[src/rtl/rtg_pkg.sv]
package rtg_pkg;
    // register addresses
    localparam int A_REF    = 0;
    localparam int A_SYNC   = 1;
    localparam int A_BACK   = 2;
    localparam int A_FRONT  = 3;
    localparam int A_ACT    = 4;
    localparam int A_COMMIT = 8;
    localparam int A_ACCESS = 9;
    localparam int A_RUN    = 10;
    localparam int NREG     = 5;

    typedef enum logic {
        C_IDLE,
        C_ARMED
    } cstate_e;
endpackage

[src/rtl/rtg_axis.sv]
module rtg_axis #(
    parameter int FW = 16,
    localparam int CW = FW + 2
) (
    input  logic          clk,
    input  logic          rst_n,
    input  logic          run,
    input  logic          step,
    input  logic [FW-1:0] rts,
    input  logic [FW-1:0] sw,
    input  logic [FW-1:0] bp,
    input  logic [FW-1:0] fp,
    input  logic [FW-1:0] act,
    output logic [CW-1:0] cnt,
    output logic          wrap,
    output logic          sync_o,
    output logic          act_o
);
    logic [FW-1:0] sw1, act1;
    logic [CW-1:0] total, sync_end, act_beg, act_end;

    always_comb begin
        sw1      = (sw == '0)  ? FW'(1) : sw;
        act1     = (act == '0) ? FW'(1) : act;
        total    = CW'(act1) + CW'(fp) + CW'(bp) + CW'(sw1);
        sync_end = CW'(rts) + CW'(sw1);
        act_beg  = sync_end + CW'(bp);
        act_end  = act_beg + CW'(act1);
    end

    assign wrap = step && (cnt >= total - CW'(1));

    always_ff @(posedge clk or negedge rst_n) begin
        if (!rst_n)
            cnt <= '0;
        else if (!run)
            cnt <= '0;
        else if (step)
            cnt <= wrap ? '0 : cnt + CW'(1);
    end

    assign sync_o = run && (cnt >= CW'(rts)) && (cnt < sync_end);
    assign act_o  = run && (cnt >= act_beg) && (cnt < act_end);
endmodule

[src/rtl/rtg_regs.sv]
module rtg_regs
    import rtg_pkg::*;
#(
    parameter int FW = 16,
    parameter int AW = 4,
    localparam int DW = 2 * FW
) (
    input  logic                     clk,
    input  logic                     rst_n,
    input  logic                     wr_en,
    input  logic [AW-1:0]            wr_addr,
    input  logic [DW-1:0]            wr_data,
    input  logic [AW-1:0]            rd_addr,
    output logic [DW-1:0]            rd_data,
    input  logic                     vbl_start,
    output logic [NREG-1:0][DW-1:0]  act_words,
    output logic                     run_en,
    output logic                     pend
);
    localparam logic [NREG-1:0][DW-1:0] RST_WORDS = {
        {FW'(16), FW'(16)},   // active size
        {FW'(2),  FW'(1)},    // front porch
        {FW'(0),  FW'(20)},   // back porch
        {FW'(1),  FW'(1)},    // sync width
        {FW'(1),  FW'(0)}     // reference-to-sync
    };

    logic [NREG-1:0][DW-1:0] asm_q, act_q;
    logic    wr_to_act, rd_from_act, run_q;
    cstate_e st_q, st_d;
    logic    req_wr, xfer;

    assign req_wr = wr_en && (wr_addr == AW'(A_COMMIT)) && wr_data[0];

    // state register
    always_ff @(posedge clk or negedge rst_n) begin
        if (!rst_n) st_q <= C_IDLE;
        else        st_q <= st_d;
    end

    // next state and transfer strobe
    always_comb begin
        st_d = st_q;
        xfer = 1'b0;
        unique case (st_q)
            C_IDLE: begin
                if (req_wr) st_d = C_ARMED;
            end
            C_ARMED: begin
                if (!run_q || vbl_start) begin
                    xfer = 1'b1;
                    if (!req_wr) st_d = C_IDLE;
                end
            end
        endcase
    end

    always_ff @(posedge clk or negedge rst_n) begin
        if (!rst_n) begin
            asm_q       <= RST_WORDS;
            act_q       <= RST_WORDS;
            wr_to_act   <= 1'b0;
            rd_from_act <= 1'b0;
            run_q       <= 1'b0;
        end else begin
            if (xfer) act_q <= asm_q;
            if (wr_en) begin
                for (int i = 0; i < NREG; i++) begin
                    if (wr_addr == AW'(i)) begin
                        if (wr_to_act) act_q[i] <= wr_data;
                        else           asm_q[i] <= wr_data;
                    end
                end
                if (wr_addr == AW'(A_ACCESS)) {rd_from_act, wr_to_act} <= wr_data[1:0];
                if (wr_addr == AW'(A_RUN))    run_q <= wr_data[0];
            end
        end
    end

    always_comb begin
        rd_data = '0;
        for (int i = 0; i < NREG; i++) begin
            if (rd_addr == AW'(i)) rd_data = rd_from_act ? act_q[i] : asm_q[i];
        end
        if (rd_addr == AW'(A_COMMIT)) rd_data[0]   = (st_q == C_ARMED);
        if (rd_addr == AW'(A_ACCESS)) rd_data[1:0] = {rd_from_act, wr_to_act};
        if (rd_addr == AW'(A_RUN))    rd_data[0]   = run_q;
    end

    assign act_words = act_q;
    assign run_en    = run_q;
    assign pend      = (st_q == C_ARMED);
endmodule

[src/rtl/rtg_top.sv]
module rtg_top
    import rtg_pkg::*;
#(
    parameter int FW = 16,
    parameter int AW = 4
) (
    input  logic              clk,
    input  logic              rst_n,
    input  logic              wr_en,
    input  logic [AW-1:0]     wr_addr,
    input  logic [2*FW-1:0]   wr_data,
    input  logic [AW-1:0]     rd_addr,
    output logic [2*FW-1:0]   rd_data,
    output logic [FW+1:0]     h_count,
    output logic [FW+1:0]     v_count,
    output logic              hsync,
    output logic              vsync,
    output logic              hblank,
    output logic              vblank,
    output logic              de
);
    localparam int DW = 2 * FW;

    logic [NREG-1:0][DW-1:0] act_words;
    logic run_en, pend, vbl_start;
    logic h_wrap, v_wrap, h_sync, v_sync, h_act, v_act, v_act_q;

    rtg_regs #(.FW(FW), .AW(AW)) u_regs (
        .clk(clk), .rst_n(rst_n),
        .wr_en(wr_en), .wr_addr(wr_addr), .wr_data(wr_data),
        .rd_addr(rd_addr), .rd_data(rd_data),
        .vbl_start(vbl_start), .act_words(act_words),
        .run_en(run_en), .pend(pend)
    );

    rtg_axis #(.FW(FW)) u_h (
        .clk(clk), .rst_n(rst_n), .run(run_en), .step(run_en),
        .rts(act_words[A_REF][FW-1:0]),   .sw(act_words[A_SYNC][FW-1:0]),
        .bp(act_words[A_BACK][FW-1:0]),   .fp(act_words[A_FRONT][FW-1:0]),
        .act(act_words[A_ACT][FW-1:0]),
        .cnt(h_count), .wrap(h_wrap), .sync_o(h_sync), .act_o(h_act)
    );

    rtg_axis #(.FW(FW)) u_v (
        .clk(clk), .rst_n(rst_n), .run(run_en), .step(h_wrap),
        .rts(act_words[A_REF][DW-1:FW]),  .sw(act_words[A_SYNC][DW-1:FW]),
        .bp(act_words[A_BACK][DW-1:FW]),  .fp(act_words[A_FRONT][DW-1:FW]),
        .act(act_words[A_ACT][DW-1:FW]),
        .cnt(v_count), .wrap(v_wrap), .sync_o(v_sync), .act_o(v_act)
    );

    // end of the vertical active region marks the transfer point
    always_ff @(posedge clk or negedge rst_n) begin
        if (!rst_n) v_act_q <= 1'b0;
        else        v_act_q <= v_act;
    end
    assign vbl_start = v_act_q && !v_act;

    assign hsync  = h_sync;
    assign vsync  = v_sync;
    assign hblank = !h_act;
    assign vblank = !v_act;
    assign de     = h_act && v_act;
endmodule

[config.mk]
export PLATFORM = sky130hd
export DESIGN_NAME = rtg_top
export DESIGN_NICKNAME = d
export VERILOG_FILES = /design/src/rtl/rtg_pkg.sv /design/src/rtl/rtg_axis.sv /design/src/rtl/rtg_regs.sv /design/src/rtl/rtg_top.sv
export SDC_FILE = /design/constraint.sdc
export NUM_CORES = 1
export LEC_CHECK = 0
export BUFFER_PORTS_ARGS = -buffer_cell sky130_fd_sc_hd__buf_2
export CAP_MARGIN = 10
export CORE_UTILIZATION = 40
export DETAILED_ROUTE_END_ITERATION = 8
export HOLD_SLACK_MARGIN = 0.05
export PLACE_DENSITY = 0.6
export SYNTH_ARGS = -nofsm -noshare
export SYNTH_HDL_FRONTEND = slang
export SYNTH_SLANG_ARGS = --single-unit
[constraint.sdc]
create_clock -name clk -period 12.5 [get_ports clk]
set_clock_uncertainty 0.1 [all_clocks]
set_input_delay 1.25 -clock clk [delete_from_list [all_inputs] [get_ports clk]]
set_output_delay 1.25 -clock clk [all_outputs]
set_load 0.005 [all_outputs]
==> impl_metrics.tcl <==
set metrics [dict create \
    synth_nets 3665 \
    ys.flop_type "dfrtp_1" \
    syn_to_final_growth_pct 9.28 \
    io_pins 116 \
    met3_usage_pct 3.23 \
    crit_fanout 6 \
    fp.dieW_um 278 \
    dr.pass1.iters 6 \
    cts_tree "built" \
    hpwlAfterDp_mm 64.9 \
    place_congestion 0.890 \
    rows 100 \
    clockRootBuffer "clkbuf_16" \
    grt_antenna_before_repair 4 \
    max_cap_violations 0 \
    grt_first_pass_wirelength_mm 139 \
    clock_path_buffers 3 \
    min_to "u_regs.asm_q[75]" \
    hp-class "reg2reg" \
    crit_path_top_delay_cell "nor4_1" \
    crit_arrival_ns 8.06 \
    finalSetupTns_ns 0 \
    wirelength_mm 90.1 \
    synth_area_um2 30400 \
    drt_iter0_drc 1643 \
    grt_overflow_total 0 \
    status "finished clean" \
    vias 23999 \
    holdPathStages 1 \
    clk_pin_slew_worst_paths_ns 0.06 \
    core_area_um2 74800 \
    avgSynthCellArea_um2 9.47 \
    nets 3658 \
    slowest_delay_ns 0.54 \
    htree_levels 2 \
    min_period_ns 9.41 \
    synth.distinct_cells 69 \
    async_reset_ff_share_pct 100 \
    cp_common_cell "ha_1" \
    synth_top_family_by_area "adder cells" \
    worstReg2RegEnd "u_regs.act_words[19]" \
    start_kind "flop" \
    via_per_inst 5.71 \
    drive_gt1_share_pct 14.0 \
    synth.area.mux_share_pct 16.9 \
    wire_per_inst_um 21.4 \
    use_met1_pct 31.8 \
    grt_max_degree 103 \
    yosysSeqAreaShare_pct 29.8 \
    worstHoldStart "u_regs.asm_q[75]" \
    synth-xor-area-share_pct 4.70 \
    grt_pass1_vias 23666 \
    ff2ff_setup_slack_ns 3.66 \
    tightestPinTransition_ns 1.09 \
    place.port_buffers 115 \
    hold_buffers 0 \
    worstSetupEndpointType "output pin" \
    syn_inst 3210 \
    maxSlewHeadroom_pct 27.5 \
    criticalPathCategory "reg2out" \
    yosysTopAreaCell "dfrtp_1" \
    clock_latency_ns 0.60 \
    die_h_um 278 \
    hold_violations 0 \
    dieArea_um2 77100 \
    cts.sink_count 361 \
    post-cts-setup-buffers 0 \
    nFillCells 7314 \
    required_ns 11.15 \
    critPathLaunch "u_regs.act_words[49]" \
    drc_errors 0 \
    r2r-start "u_regs.act_words[49]" \
    synthAdderAreaFrac_pct 17.9 \
    grt_usage_pct 23.3 \
    synth-compound-area-share_pct 14.8 \
    synthSimpleGateAreaFrac_pct 9.99 \
    rsz0062_at_grt "no" \
    synth_edf_count 0 \
    grt_busiest_layer "met2" \
    synth_top_area_share_pct 28.2 \
    grtUsageMet2_pct 38.1 \
    worstRegToRegCells 33 \
    numCtsBuffers 45 \
    yosys_warnings 0 \
    maxSlewViolCount 0 \
    start_util_pct 40.6 \
    cts-resized-gates 0 \
    yosys-top-cells-area "dfrtp_1, ha_1, mux2i_1, mux2_2, a21oi_1" \
    most-common-layout-cells "ha_1, dfrtp_1, mux2i_1" \
    antenna_left 0 \
    fin_crit_sh_pct 75.2 \
    final_common_cell "ha_1" \
    synth-seq-cells 361 \
    setup_viol 0 \
    fmax_mhz 106 \
]
## cell usage after synthesis, types with 7 or more instances
cell / count
buf_2: 8
nand3_1: 70
a211oi_1: 9
and3_1: 37
clkbuf_1: 124
dfrtp_1: 343
o21bai_1: 23
a41o_1: 7
nand2b_1: 38
nor2_1: 199
buf_6: 11
o21ai_1: 7
buf_1: 54
dfstp_2: 18
o22ai_1: 33
o211ai_1: 26
nor2b_1: 29
o31ai_1: 7
nand2_1: 145
xor2_1: 72
ha_1: 372
a21o_1: 76
or3_1: 17
xnor2_1: 91
o2111ai_1: 11
inv_1: 252
mux4_2: 33
nand3b_1: 7
nor3_1: 48
fa_1: 40
a31oi_1: 29
nor4_1: 16
mux2_2: 163
a21oi_1: 245
and2_1: 7
o21ai_0: 167
mux2i_1: 257
a211o_1: 11
o21a_1: 21
nand4_1: 13
a41oi_1: 9
## metrics by stage
| stage | hold WS (ns) | area, um2 | setup WS, ns | utilization, % | cells |
|---|---|---|---|---|---|
| after detailed placement | 0.418 | 31700 | 3.72 | 42.3 | 4125 |
| after floorplan | 0.396 | 30400 | 5.04 | - | 3210 |
| after global routing | 0.446 | 33200 | 2.48 | 44.4 | 4206 |
| after CTS | 0.431 | 33200 | 3.09 | 44.4 | 4205 |
| after global placement | 0.411 | 31700 | 3.79 | 42.3 | 4125 |
| final | 0.429 | 33200 | 3.09 | 44.4 | 4206 |
## registers in the layout (all words and copies together) (netlist names)
register            count
v_act_q                 1
u_regs.rd_from_act      1
u_regs.wr_to_act        1
u_regs.pend             1
u_h.cnt                18
u_regs.act_words      160
u_regs.asm_q          160
u_regs.run_en           1
u_v.cnt                18
## cell families after synthesis
logic type | after synthesis
compound gates | 730
simple gates | 641
mux | 453
buf+inv | 450
fa+ha+maj | 412
flops | 361
xor+xnor | 163
## cell type report
class	instances	area, um2	area share (%)
Timing Repair Buffer	143	808	2.43
Clock inverter	11	173	0.520
Multi-Input combinational cell	2399	19600	59.1
Sequential cell	361	9060	27.3
Inverter	253	950	2.86
Tap cell	969	1210	3.65
Clock buffer	69	1380	4.15
Antenna cell	1	2.50	0.00753
## worst max path at each step
stage,slack (ns),end,cells past startpoint
after floorplan,5.04,de,32
after global placement,3.79,de,31
after detailed placement,3.72,de,31
after CTS,3.09,de,31
after global routing,2.48,de,31
final,3.09,de,31
## worst max-delay path: cells and delay by family (launching register included)
family / cells / cell delay [ns]
muxes: 1 / 0.34
AOI/OAI and AO/OA: 11 / 2.76
buffers and inverters: 2 / 0.22
xor gates and xnor gates: 2 / 0.36
adders and majority gates: 5 / 1.56
DFF: 1 / 0.48
and+or+nand+nor: 10 / 1.79
## routing by layer
layer / wire [um] / vias to the layer above
li1: - / 11474
met1: 41500 / 11851
met2: 41500 / 533
met3: 4480 / 139
met4: 2630 / 2
met5: 11 / -
Power is not shown: default switching activity piles up to over one toggle a cycle in this logic, so the estimate is an artifact.
